$ cat src/rtl/gpx_pkg.sv
package gpx_pkg;

    localparam int ADDR_W   = 8;
    localparam int NUM_AUX  = 8;
    localparam int AUX_W    = $clog2(NUM_AUX);

    localparam logic [ADDR_W-1:0] OFF_DIR    = 8'h20;
    localparam logic [ADDR_W-1:0] OFF_LVL_WR = 8'h24;
    localparam logic [ADDR_W-1:0] OFF_LVL_RD = 8'h28;
    localparam logic [ADDR_W-1:0] AUX_LIMIT  = ADDR_W'(NUM_AUX * 4);

    typedef enum logic [0:0] {
        ST_IDLE   = 1'b0,
        ST_NOTIFY = 1'b1
    } notify_state_t;

    typedef struct packed {
        logic dir_wr;
        logic lvl_wr;
        logic rd;
    } pin_access_t;

endpackage

$ cat src/rtl/gpx_bus_decode.sv
module gpx_bus_decode
    import gpx_pkg::*;
#(
    parameter int NUM_PINS = 16
) (
    input  logic                clk,
    input  logic                rst_n,
    input  logic                bus_sel,
    input  logic                bus_wr,
    input  logic [ADDR_W-1:0]   bus_addr,
    input  logic [NUM_PINS-1:0] bus_wdata,
    input  logic [NUM_PINS-1:0] dir_q,
    input  logic [NUM_PINS-1:0] lvl_q,
    output pin_access_t         acc,
    output logic [NUM_PINS-1:0] bus_rdata
);

    logic                aligned;
    logic                is_aux;
    logic [AUX_W-1:0]    aux_idx;
    logic [NUM_PINS-1:0] aux_q [NUM_AUX];
    logic [NUM_PINS-1:0] rd_mux;

    assign aligned = (bus_addr[1:0] == 2'b00);
    assign is_aux  = aligned && (bus_addr < AUX_LIMIT);
    assign aux_idx = bus_addr[2 +: AUX_W];

    always_comb begin
        acc.dir_wr = bus_sel && bus_wr && (bus_addr == OFF_DIR);
        acc.lvl_wr = bus_sel && bus_wr && (bus_addr == OFF_LVL_WR);
        acc.rd     = bus_sel && !bus_wr;
    end

    for (genvar g = 0; g < NUM_AUX; g++) begin : g_aux
        always_ff @(posedge clk or negedge rst_n) begin
            if (!rst_n) begin
                aux_q[g] <= '0;
            end else if (bus_sel && bus_wr && is_aux && (aux_idx == AUX_W'(g))) begin
                aux_q[g] <= bus_wdata;
            end
        end
    end

    always_comb begin
        rd_mux = '0;
        if (is_aux) begin
            rd_mux = aux_q[aux_idx];
        end else if (bus_addr == OFF_DIR) begin
            rd_mux = dir_q;
        end else if ((bus_addr == OFF_LVL_WR) || (bus_addr == OFF_LVL_RD)) begin
            rd_mux = lvl_q;
        end
    end

    always_ff @(posedge clk or negedge rst_n) begin
        if (!rst_n) begin
            bus_rdata <= '0;
        end else if (acc.rd) begin
            bus_rdata <= rd_mux;
        end
    end

endmodule

$ cat src/rtl/gpx_pin_state.sv
module gpx_pin_state
    import gpx_pkg::*;
#(
    parameter int NUM_PINS = 16,
    parameter int IDX_W    = 5
) (
    input  logic                clk,
    input  logic                rst_n,
    input  pin_access_t         acc,
    input  logic [NUM_PINS-1:0] bus_wdata,
    input  logic                ext_req,
    input  logic [IDX_W-1:0]    ext_pin,
    input  logic                ext_val,
    output logic [NUM_PINS-1:0] dir_q,
    output logic [NUM_PINS-1:0] lvl_q
);

    localparam int PIN_W = $clog2(NUM_PINS);

    logic                ext_ok;
    logic [NUM_PINS-1:0] lvl_d;

    assign ext_ok = ext_req && (int'(ext_pin) < NUM_PINS);

    // Bus write first, then the side-port bit on top of it.
    always_comb begin
        lvl_d = lvl_q;
        if (acc.lvl_wr) begin
            lvl_d = bus_wdata & dir_q;
        end
        if (ext_ok) begin
            lvl_d[ext_pin[PIN_W-1:0]] = ext_val;
        end
    end

    always_ff @(posedge clk or negedge rst_n) begin
        if (!rst_n) begin
            dir_q <= '0;
            lvl_q <= '0;
        end else begin
            lvl_q <= lvl_d;
            if (acc.dir_wr) begin
                dir_q <= bus_wdata;
            end
        end
    end

endmodule

$ cat src/rtl/gpx_notify_fsm.sv
module gpx_notify_fsm
    import gpx_pkg::*;
#(
    parameter int NUM_PINS = 16
) (
    input  logic                clk,
    input  logic                rst_n,
    input  logic                pin_wr,
    input  logic [NUM_PINS-1:0] dir_q,
    input  logic [NUM_PINS-1:0] lvl_q,
    output logic [NUM_PINS-1:0] evt_strobe,
    output logic [NUM_PINS-1:0] evt_level
);

    notify_state_t       state_q;
    notify_state_t       state_d;
    logic [NUM_PINS-1:0] eff_out;
    logic [NUM_PINS-1:0] prev_q;

    assign eff_out = lvl_q & dir_q;

    always_comb begin
        state_d = state_q;
        unique case (state_q)
            ST_IDLE:   if (pin_wr) state_d = ST_NOTIFY;
            ST_NOTIFY: state_d = pin_wr ? ST_NOTIFY : ST_IDLE;
            default:   state_d = ST_IDLE;
        endcase
    end

    always_ff @(posedge clk or negedge rst_n) begin
        if (!rst_n) begin
            state_q <= ST_IDLE;
        end else begin
            state_q <= state_d;
        end
    end

    always_ff @(posedge clk or negedge rst_n) begin
        if (!rst_n) begin
            evt_strobe <= '0;
            prev_q     <= '0;
        end else begin
            unique case (state_q)
                ST_IDLE: begin
                    evt_strobe <= '0;
                end
                ST_NOTIFY: begin
                    evt_strobe <= eff_out ^ prev_q;
                    prev_q     <= eff_out;
                end
                default: begin
                    evt_strobe <= '0;
                end
            endcase
        end
    end

    assign evt_level = prev_q;

endmodule

$ cat src/rtl/gpio_expander.sv
module gpio_expander
    import gpx_pkg::*;
#(
    parameter int NUM_PINS = 16,
    parameter int IDX_W    = 5
) (
    input  logic                clk,
    input  logic                rst_n,
    input  logic                bus_sel,
    input  logic                bus_wr,
    input  logic [ADDR_W-1:0]   bus_addr,
    input  logic [NUM_PINS-1:0] bus_wdata,
    output logic [NUM_PINS-1:0] bus_rdata,
    input  logic                ext_req,
    input  logic [IDX_W-1:0]    ext_pin,
    input  logic                ext_val,
    output logic [NUM_PINS-1:0] evt_strobe,
    output logic [NUM_PINS-1:0] evt_level
);

    pin_access_t         acc;
    logic [NUM_PINS-1:0] dir_q;
    logic [NUM_PINS-1:0] lvl_q;

    gpx_bus_decode #(.NUM_PINS(NUM_PINS)) u_decode (
        .clk       (clk),
        .rst_n     (rst_n),
        .bus_sel   (bus_sel),
        .bus_wr    (bus_wr),
        .bus_addr  (bus_addr),
        .bus_wdata (bus_wdata),
        .dir_q     (dir_q),
        .lvl_q     (lvl_q),
        .acc       (acc),
        .bus_rdata (bus_rdata)
    );

    gpx_pin_state #(.NUM_PINS(NUM_PINS), .IDX_W(IDX_W)) u_pins (
        .clk       (clk),
        .rst_n     (rst_n),
        .acc       (acc),
        .bus_wdata (bus_wdata),
        .ext_req   (ext_req),
        .ext_pin   (ext_pin),
        .ext_val   (ext_val),
        .dir_q     (dir_q),
        .lvl_q     (lvl_q)
    );

    gpx_notify_fsm #(.NUM_PINS(NUM_PINS)) u_notify (
        .clk        (clk),
        .rst_n      (rst_n),
        .pin_wr     (acc.dir_wr || acc.lvl_wr),
        .dir_q      (dir_q),
        .lvl_q      (lvl_q),
        .evt_strobe (evt_strobe),
        .evt_level  (evt_level)
    );

endmodule

$ cat config.mk
export PLATFORM = sky130hd
export DESIGN_NAME = gpio_expander
export DESIGN_NICKNAME = d
export VERILOG_FILES = /design/src/rtl/gpx_pkg.sv /design/src/rtl/gpx_bus_decode.sv /design/src/rtl/gpx_pin_state.sv /design/src/rtl/gpx_notify_fsm.sv /design/src/rtl/gpio_expander.sv
export SDC_FILE = /design/constraint.sdc
export NUM_CORES = 1
export LEC_CHECK = 0
export ABC_AREA = 1
export BUFFER_PORTS_ARGS = -buffer_cell sky130_fd_sc_hd__buf_2
export CAP_MARGIN = 30
export CORE_MARGIN = 2
export CORE_UTILIZATION = 60
export CTS_BUF_LIST = sky130_fd_sc_hd__clkbuf_8
export DETAILED_ROUTE_END_ITERATION = 10
export PLACE_DENSITY = 0.9
export SLEW_MARGIN = 20
export SYNTH_ARGS = -nofsm -noshare
export SYNTH_HDL_FRONTEND = slang
export SYNTH_SLANG_ARGS = --single-unit
export TNS_END_PERCENT = 20
$ cat constraint.sdc
create_clock -name clk -period 4.2 [get_ports clk]
set_clock_uncertainty 0.2 [all_clocks]
set_input_delay 0.63 -clock clk [delete_from_list [all_inputs] [get_ports clk]]
set_output_delay 0.63 -clock clk [all_outputs]
set_load 0.01 [all_outputs]
Word-level counts from Yosys, hierarchy flattened

Cells that the tools add are included.

Memories: 0
Flip-flop bits (word level): 209
Bits in writable memories: 0
Bits in latches: 0
Logic and storage cells: 68
Memory bits (read-only): 0

Bitwise operators: 5
Add/subtract/negate cells: 0
Muxes and demuxes: 13
Shifts and indexed selects: 0
Multiply operators: 0
Equal/unequal tests: 10
Magnitude comparators: 5
Div/mod/pow operators: 0
Reduce and logical (&&, ||, !) cells: 21

Operator list:

| operator           | count |
|---|---|
| $mux 16            | 7 |
| $bmux 16 s3        | 1 |
| $and 16x16->16     | 2 |
| $pmux 16 s2        | 1 |
| $eq 8x6->1 const B | 3 |
| $bwmux 16          | 1 |
| $logic_and 1x1->1  | 16 |
| $xor 16x16->16     | 1 |
| $eq 3x3->1 const B | 4 |
| $lt 8x6->1 const B | 1 |
| $eq 3x2->1 const B | 2 |
| $lt 4x5->1 const B | 1 |
| $lt 5x5->1 const B | 1 |
| $demux 1 s4        | 1 |
| $ge 4x1->1 const B | 1 |
| $ge 4x4->1 const B | 1 |
| $not 3->4          | 1 |
| $eq 3x1->1 const B | 1 |
| $logic_not 3->1    | 1 |
| $logic_not 2->1    | 1 |
| $logic_or 1x1->1   | 2 |
| $mux 1             | 2 |
| $logic_not 1->1    | 1 |
| $not 1->1          | 1 |

Logic depth before layout (Yosys ltp)

Gate-level depths: netlist (run 1).

Word-level depth: 6
Depth in mapped cells: 12
Mapped depth without buffers: 10

Modules after synthesis

Synthesis (run 1) repeated with hierarchy kept, for this count alone.

Cells, all modules: 1,266
Area, all modules: 10,157.2 µm²

Modules (own cells, without submodules):

| module         | cells each | instances | area each (µm²) |
|---|---|---|---|
| gpx_bus_decode | 919        | 1         | 7,050.5 |
| gpx_pin_state  | 193        | 1         | 1,677.9 |
| gpx_notify_fsm | 151        | 1         | 1,417.6 |
| gpio_expander  | 3          | 1         | 11.3 |

Least setup slack after synthesis (run 1)

No wires, ideal clock.

Path kind: input -> register
Start point: in bus_addr[1]
End point: reg u_decode.aux_q[2] in the netlist's numbering
Data arrival time: 1.643 ns
Buffers on the path: 1
Slack: 2.225 ns
Cell stages on the path: 9
Path through: nor2_2 > nand2_1 > nor2_2 > inv_2 > nor3_4 > nand2_1 > clkbuf_1 > nand2_1 > o21ai_0

Longest elaborated chain between the ends: 4
Elaborated cells on any way between the ends: 5
Classes of those cells: order compare: 1; reduce/logical: 4

Ends and longest elaborated chain:

| item                                          | RTL line                                   | text |
|---|---|---|
| from (decl)                                   | gpio_expander.sv:11                        | `input logic [ADDR_W-1:0] bus_addr,` |
| $lt 8x6->1 or $logic_not 2->1 (tied branches) | gpx_bus_decode.sv:25, gpx_bus_decode.sv:24 |  |
| $logic_and 1x1->1 (*)                         | gpx_bus_decode.sv:25                       | `assign is_aux = aligned && (bus_addr < AUX_LIMIT);` |
| $logic_and 1x1->1 (*) (2 in series)           | gpx_bus_decode.sv:38                       | `end else if (bus_sel && bus_wr && is_aux && (aux_idx == AUX_W'(g))) begin` |
| to (signal, indexed assignment)               | gpx_bus_decode.sv:39                       | `aux_q[g] <= bus_wdata;` |
| to (decl)                                     | gpx_bus_decode.sv:21                       | `logic [NUM_PINS-1:0] aux_q [NUM_AUX];` |

Mark *: on every way between the ends. The rest lies on a longest branch, timed or not.
A chain may end at the register's enable or synchronous reset.

Worst setup path after layout (run 1)

Start point: in bus_addr[4]
End point: reg u_decode.bus_rdata[12]

Longest elaborated chain between the ends: 5
Elaborated cells on any way between the ends: 13
Classes of those cells: order compare: 1; eq/ne: 3; mux: 6; bitwise: 1; reduce/logical: 2

Ends and longest elaborated chain:

| item                                                               | RTL line             | text |
|---|---|---|
| parallel branches: the longest is 4 deep, another holds $lt 8x6->1 | --                   |  |
| $mux 16 (*)                                                        | gpx_bus_decode.sv:46 | `if (is_aux) begin` |
| to (signal assigned)                                               | gpx_bus_decode.sv:59 | `bus_rdata <= rd_mux;` |
| to (decl)                                                          | gpx_bus_decode.sv:15 | `output logic [NUM_PINS-1:0] bus_rdata` |

Mark *: on every way between the ends. The select of a mux whose other input is x is not followed.

==> flow_metrics.py, run 1 <==
metrics = {
    "route": {
        "drc_errors": 0,
        "vias_per_cell": 5.734,
        "first_pass_iters": 6,
        "finalWirelength_um": 26920,
        "ant_nets": 0,
        "wl_per_cell_um": 17.39,
        "vias": 8876,
        "first_iter_violations": 1086,
    },
    "floorplan": {
        "coreArea_mm2": 0.01577,
        "ioPinCount": 83,
        "rows": 46,
        "dieArea_mm2": 0.01703,
        "start_util_pct": 60.88,
        "fp.dieW_um": 130.5,
        "die_h_um": 130.5,
    },
    "sta": {
        "slew_violations": 0,
        "max_slew_margin_pct": 39.94,
        "hold_violations": 2,
        "finalSetupViolCount": 0,
        "max_freq_mhz": 362.2,
        "period_minus_slack_ns": 2.761,
        "whs_ns": -0.002043,
        "tns_ns": 0,
        "worst_pin_slew_ns": 0.8975,
        "rsz0062_at_grt": "no",
        "post-route-period-util_pct": 65.73,
    },
    "synthesis": {
        "yosysSeqAreaShare_pct": 54.48,
        "async_flop_share_pct": 100.0,
        "yosysTopAreaCell": "dfrtp_1",
        "synth_seq_cells": 209,
        "synth_cell_type_count": 23,
        "syn-num-nets": 1272,
        "yosys_most_used_dff": "dfrtp_1",
        "avgSynthCellArea_um2": 7.761,
        "ys_warn_count": 0,
        "synth_edf_count": 0,
        "synth_area_leaders": "dfrtp_1, nand2_1, o21ai_0",
        "yosysTopAreaCellShare_pct": 54.48,
        "synth.cell_area_mm2": 0.009600,
        "yosysMostFrequentCell": "nand2_1",
        "ys_top_cells_by_count": "nand2_1, dfrtp_1, o21ai_0",
        "syn_inst": 1237,
    },
    "clocking": {
        "tritoncts": "yes",
        "numCtsBuffers": 35,
        "cts_sinks": 209,
        "postCtsHoldBufs": 0,
        "cts.htree.levels": 2,
        "clockBufferDepth": 3,
        "cts-resized-gates": 0,
        "postCtsSetupRepairBufs": 0,
        "cts_root_buffer": "clkbuf_8",
        "clkLatencyLatePin_ns": 0.52,
        "cts.clk_slew.worst_paths_ns": 0.06,
    },
    "global_routing": {
        "met1_usage_pct": 43.97,
        "grt-busiest-layer": "met2",
        "use_met2_pct": 50.21,
        "antenna_found_initial": 0,
        "grt_overflow_total": 0,
        "track_usage_pct": 32.09,
        "met3_usage_pct": 6.433,
        "grt_max_degree": 103,
        "grt_pass1_vias": 8173,
        "grt_pass1_wl_um": 42190,
    },
    "final_layout": {
        "final_cell_area_mm2": 0.01092,
        "fin_nets": 1345,
        "synthToLayoutAreaGrowth_pct": 13.72,
        "final_cells": 1548,
        "diodes": 0,
        "drive_above_1_share_pct": 12.31,
    },
    "place": {
        "hpwl_um": 17640,
        "dpl-instance-area_mm2": 0.01019,
        "gp_congestion": 0.9019,
        "portBuffers": 82,
        "place_inst": 1486,
    },
    "pwr": {
        "ir_worst_vdd_v": 0.0002244,
        "power_density_mw_per_mm2": 390.0,
        "leakage_uw": 0.005613,
    },
    "worst_setup_path": {
        "critPathArrivalTime_ns": 3.03,
        "cp-end-kind": "flip-flop",
        "reg2reg_depth": 4,
        "path_class": "input pin to flip-flop",
        "cp_max_fo": 23,
        "critical_path_required_ns": 4.47,
        "startpoint_type": "input pin",
    },
    "status": {
        "violations": "hold timing",
        "status": "finished with violations",
    },
    "flow_run": {
        "maxCapViolCount": 0,
    },
    "min_path": {
        "min_path_type": "input pin to async pin",
    },
}
## through the flow
| step | total power [µW] | hold WS, ns | utilization, % | setup WS (ns) |
|---|---|---|---|---|
| 6_report | 4258 | -0.002043 | 69.23 | 1.439 |
| 5_1_grt | 4405 | 0.07217 | 69.23 | 1.301 |
| 4_1_cts | 4255 | 0.02609 | 68.99 | 1.579 |
| 3_5_place_dp | 2525 | 0.2612 | 64.64 | 1.039 |
| 3_3_place_gp | 2510 | 0.2590 | 64.37 | 1.097 |
| 2_1_floorplan | 2365 | 0.1344 | - | 2.225 |
## logic make-up after synthesis
kind of cell              count (synthesis)  synth area share, %
and+or+nand+nor                         706                29.41
DFF                                     209                54.48
AOI/OAI and AO/OA                       182                9.631
buffers and inverters                   124                5.018
xor gates and xnor gates                 16                1.460
## cells in the final DEF (no fill, tap or decap)
| cell | n |
|---|---|
| clkinv_2 | 5 |
| buf_4 | 15 |
| o21ai_0 | 101 |
| nor3_1 | 3 |
| buf_12 | 1 |
| nand3_1 | 81 |
| clkbuf_8 | 46 |
| nor2_1 | 61 |
| buf_16 | 1 |
| inv_1 | 62 |
| buf_8 | 3 |
| nor2_4 | 2 |
| a21oi_1 | 16 |
| inv_6 | 1 |
| nor3_4 | 1 |
| buf_2 | 81 |
| nand2_1 | 543 |
| nor2_2 | 3 |
| a22oi_1 | 3 |
| nand4_1 | 11 |
| nor3_2 | 1 |
| o21ai_1 | 59 |
| dfrtp_1 | 209 |
| o22ai_1 | 1 |
| xor2_1 | 16 |
| clkinvlp_4 | 1 |
| inv_2 | 3 |
| o211ai_1 | 2 |
## layer usage
| metal | wire length (µm) | vias to the layer above |
|---|---|---|
| met3 | 2455 | 94 |
| met5 | 0 | - |
| met2 | 12560 | 506 |
| met4 | 1095 | 0 |
| li1 | - | 4073 |
| met1 | 10800 | 4203 |
## where the power goes
part	switching [µW]	internal (µW)	total, µW	leakage [µW]
registers	71.2	2090	2170	0.00287
clock network	796	961	1760	0.000385
logic	237	99.1	336	0.00236
total	1100	3150	4260	0.00561
## final timing paths
path	start	endpoint	slack (ns)
hold / removal	rst_n	u_decode.aux_q[111]$_DFFE_PN0P_	-0.002
setup / recovery	bus_addr[4]	u_decode.bus_rdata[12]$_DFFE_PN0P_	1.44
setup reg to reg	u_notify.state_q$_DFF_PN0_	u_notify.evt_level[11]$_DFFE_PN0P_	2.72
hold reg to reg	u_decode.bus_rdata[4]$_DFFE_PN0P_	u_decode.bus_rdata[4]$_DFFE_PN0P_	0.28
min in group clk	bus_wdata[12]	u_pins.lvl_q[12]$_DFF_PN0_	0.21
max in group asynchronous	rst_n	u_decode.aux_q[4]$_DFFE_PN0P_	2.85
## critical path: stages
cell and delay, ns:
buf_2 0.25, inv_2 0.50, nand2_1 0.20, nor2_1 0.73, nand2_1 0.25, nor2_1 0.16
nor2_1 0.07, nand2_1 0.09, nand2_1 0.06, nand2_1 0.06
## sequential cells by signal, indices dropped and copies added, names as in the netlist
name and cells:
u_notify.evt_level 16, u_decode.bus_rdata 16, u_decode.aux_q 128, u_notify.evt_strobe 16, u_pins.lvl_q 16, u_pins.dir_q 16
u_notify.state_q 1
## cell type report
class / instances / area, µm²
multi-input combinational: 904 / 3889
tap: 216 / 270.3
inverter: 58 / 217.7
clock inverter: 14 / 67.56
fill: 1274 / 4852
clock buffer: 45 / 619.3
sequential: 209 / 5230
timing repair buffer: 102 / 624.3
Power figures use the tool's default switching activity.
==> run 2: changes to the inputs <==
CORE_UTILIZATION = 56   (was 60)
PLACE_DENSITY = 0.89   (was 0.9)
clock period = 2.3 ns   (was 4.2 ns; I/O delays follow)
==> flow_metrics.py, run 2 (synthesized netlist as in run 1, its figures left out) <==
metrics = {
    "final_layout": {
        "final_common_cell": "nand2_1",
        "fillers": 1311,
        "largest_register": "u_decode.aux_q",
        "drive_above_1_share_pct": 13.39,
        "fin_util_pct": 67.60,
        "final_cell_area_mm2": 0.01125,
        "fin_nets": 1380,
        "synthToLayoutAreaGrowth_pct": 17.19,
        "final_cells": 1587,
        "diodes": 0,
        "largest_register_ff_count": 128,
        "most-common-layout-cells": "nand2_1, dfrtp_1, o21ai_0",
    },
    "status": {
        "status": "finished, final reports clean",
    },
    "route": {
        "drc_errors": 0,
        "first_pass_iters": 7,
        "first_iter_violations": 1126,
        "finalWirelength_um": 26620,
        "ant_nets": 0,
        "vias_per_cell": 5.623,
        "wl_per_cell_um": 16.77,
        "vias": 8923,
    },
    "worst_setup_path": {
        "slowest_delay_ns": 0.57,
        "cp_top_family": "buffers and inverters",
        "critPathArrivalTime_ns": 2.41,
        "cp_max_fo": 13,
        "path_class": "input pin to flip-flop",
        "startpoint_type": "input pin",
        "cp-end-kind": "flip-flop",
        "critical_path_required_ns": 2.55,
        "worst-path-buf-inv": 4,
        "path_cells": "buf_2 > inv_2 > nor2_4 > nand2_1 > nor3_2 > buf_4 > nand3_1 > a21oi_1 > dlygate4sd3_1",
        "cpMaxStageDelayCell": "dlygate4sd3_1",
    },
    "place": {
        "gp_congestion": 0.9639,
        "portBuffers": 82,
        "dpl-instance-area_mm2": 0.01037,
        "place_inst": 1512,
        "hpwl_um": 17970,
    },
    "clocking": {
        "cts.htree.levels": 2,
        "postCtsSetupRepairBufs": 0,
        "cts_root_buffer": "clkbuf_8",
        "numCtsBuffers": 35,
        "cts_sinks": 209,
        "clkLatencyLatePin_ns": 0.52,
        "tritoncts": "yes",
        "cts.clk_slew.worst_paths_ns": 0.06,
        "clockBufferDepth": 3,
    },
    "global_routing": {
        "grt_max_degree": 58,
        "antenna_found_initial": 0,
        "met3_usage_pct": 5.443,
        "track_usage_pct": 30.02,
        "met1_usage_pct": 41.22,
        "grt_overflow_total": 0,
        "grt-busiest-layer": "met2",
        "use_met2_pct": 45.97,
        "grt_pass1_wl_um": 42730,
        "grt_pass1_vias": 8470,
    },
    "sta": {
        "post-route-period-util_pct": 93.84,
        "slew_violations": 0,
        "rsz0062_at_grt": "no",
        "tns_ns": 0,
        "max_slew_margin_pct": 45.80,
        "hold_violations": 0,
        "worst_pin_slew_ns": 0.8100,
        "finalSetupViolCount": 0,
        "period_minus_slack_ns": 2.158,
        "max_freq_mhz": 463.3,
    },
    "floorplan": {
        "fp.dieW_um": 134.9,
        "ioPinCount": 83,
        "rows": 47,
        "coreArea_mm2": 0.01664,
        "start_util_pct": 57.69,
        "dieArea_mm2": 0.01821,
        "die_h_um": 134.9,
    },
    "pwr": {
        "leakage_uw": 0.005776,
        "power_density_mw_per_mm2": 708.9,
        "ir_worst_vdd_v": 0.0005743,
    },
    "min_path": {
        "min_path_type": "input pin to flip-flop",
    },
    "flow_run": {
        "maxCapViolCount": 0,
    },
}
-- run 2: area by class of cell --
class | instances | area, µm² | share of cell area [%]
clock inverters | 13 | 83.83 | 0.7451
well taps | 220 | 275.3 | 2.447
inverters | 58 | 217.7 | 1.935
repair buffers | 137 | 922.1 | 8.196
multi-input cells | 904 | 3889 | 34.56
clock buffers | 46 | 633.1 | 5.627
flip-flops and latches | 209 | 5230 | 46.49
-- run 2: final timing paths --
| path | from | endpoint | slack [ns] | depth (start not counted) |
|---|---|---|---|---|
| setup / recovery | bus_addr[2] | u_pins.lvl_q[5]$_DFF_PN0_ | 0.14 | 9 |
| hold / removal | bus_wdata[4] | u_pins.lvl_q[4]$_DFF_PN0_ | 0.02 | 5 |
| setup reg to reg | u_pins.lvl_q[13]$_DFF_PN0_ | u_pins.lvl_q[13]$_DFF_PN0_ | 0.71 | 3 |
| hold reg to reg | u_decode.aux_q[70]$_DFFE_PN0P_ | u_decode.aux_q[70]$_DFFE_PN0P_ | 0.28 | 2 |
| max in group asynchronous | rst_n | u_notify.evt_strobe[6]$_DFF_PN0_ | 1.08 | 3 |
| min in group asynchronous | rst_n | u_decode.aux_q[22]$_DFFE_PN0P_ | 0.16 | 2 |
-- run 2: timing repair --
action / 4_1_cts / 5_1_grt
hold buffers: 16 / 0
hold endpoints to repair: 152 / 0
gates resized for setup: 0 / 0
-- run 2: report_power, final --
part           internal, µW  total (µW)  switching (µW)
registers              3820        3970             146
clock network          1900        3340            1450
logic                   230         662             432
-- run 2: per-layer routing --
metal / wire length [µm] / share of wire [%] / vias up
met1: 11010 / 41 / 4231
met2: 12180 / 46 / 442
met5: 0 / 0 / -
li1: - / - / 4143
met4: 1209 / 4.5 / 0
met3: 2216 / 8.3 / 107
-- run 2: worst min-delay path: cells and delay by family --
kind            cells  cell delay [ns]
compound gates      1             0.08
simple gates        2             0.14
buf+inv             2             0.14
-- run 2: through the flow --
stage                     worst slack, ns  hold WS (ns)  power [µW]
final                              0.1416       0.02132        7975
after global placement             0.2128        0.1352        4615
after detailed placement           0.1686        0.1352        4637
after global routing              0.08751       0.03529        8261
after CTS                          0.2696      0.004152        7988
after floorplan                    0.6102       -0.1506        4318
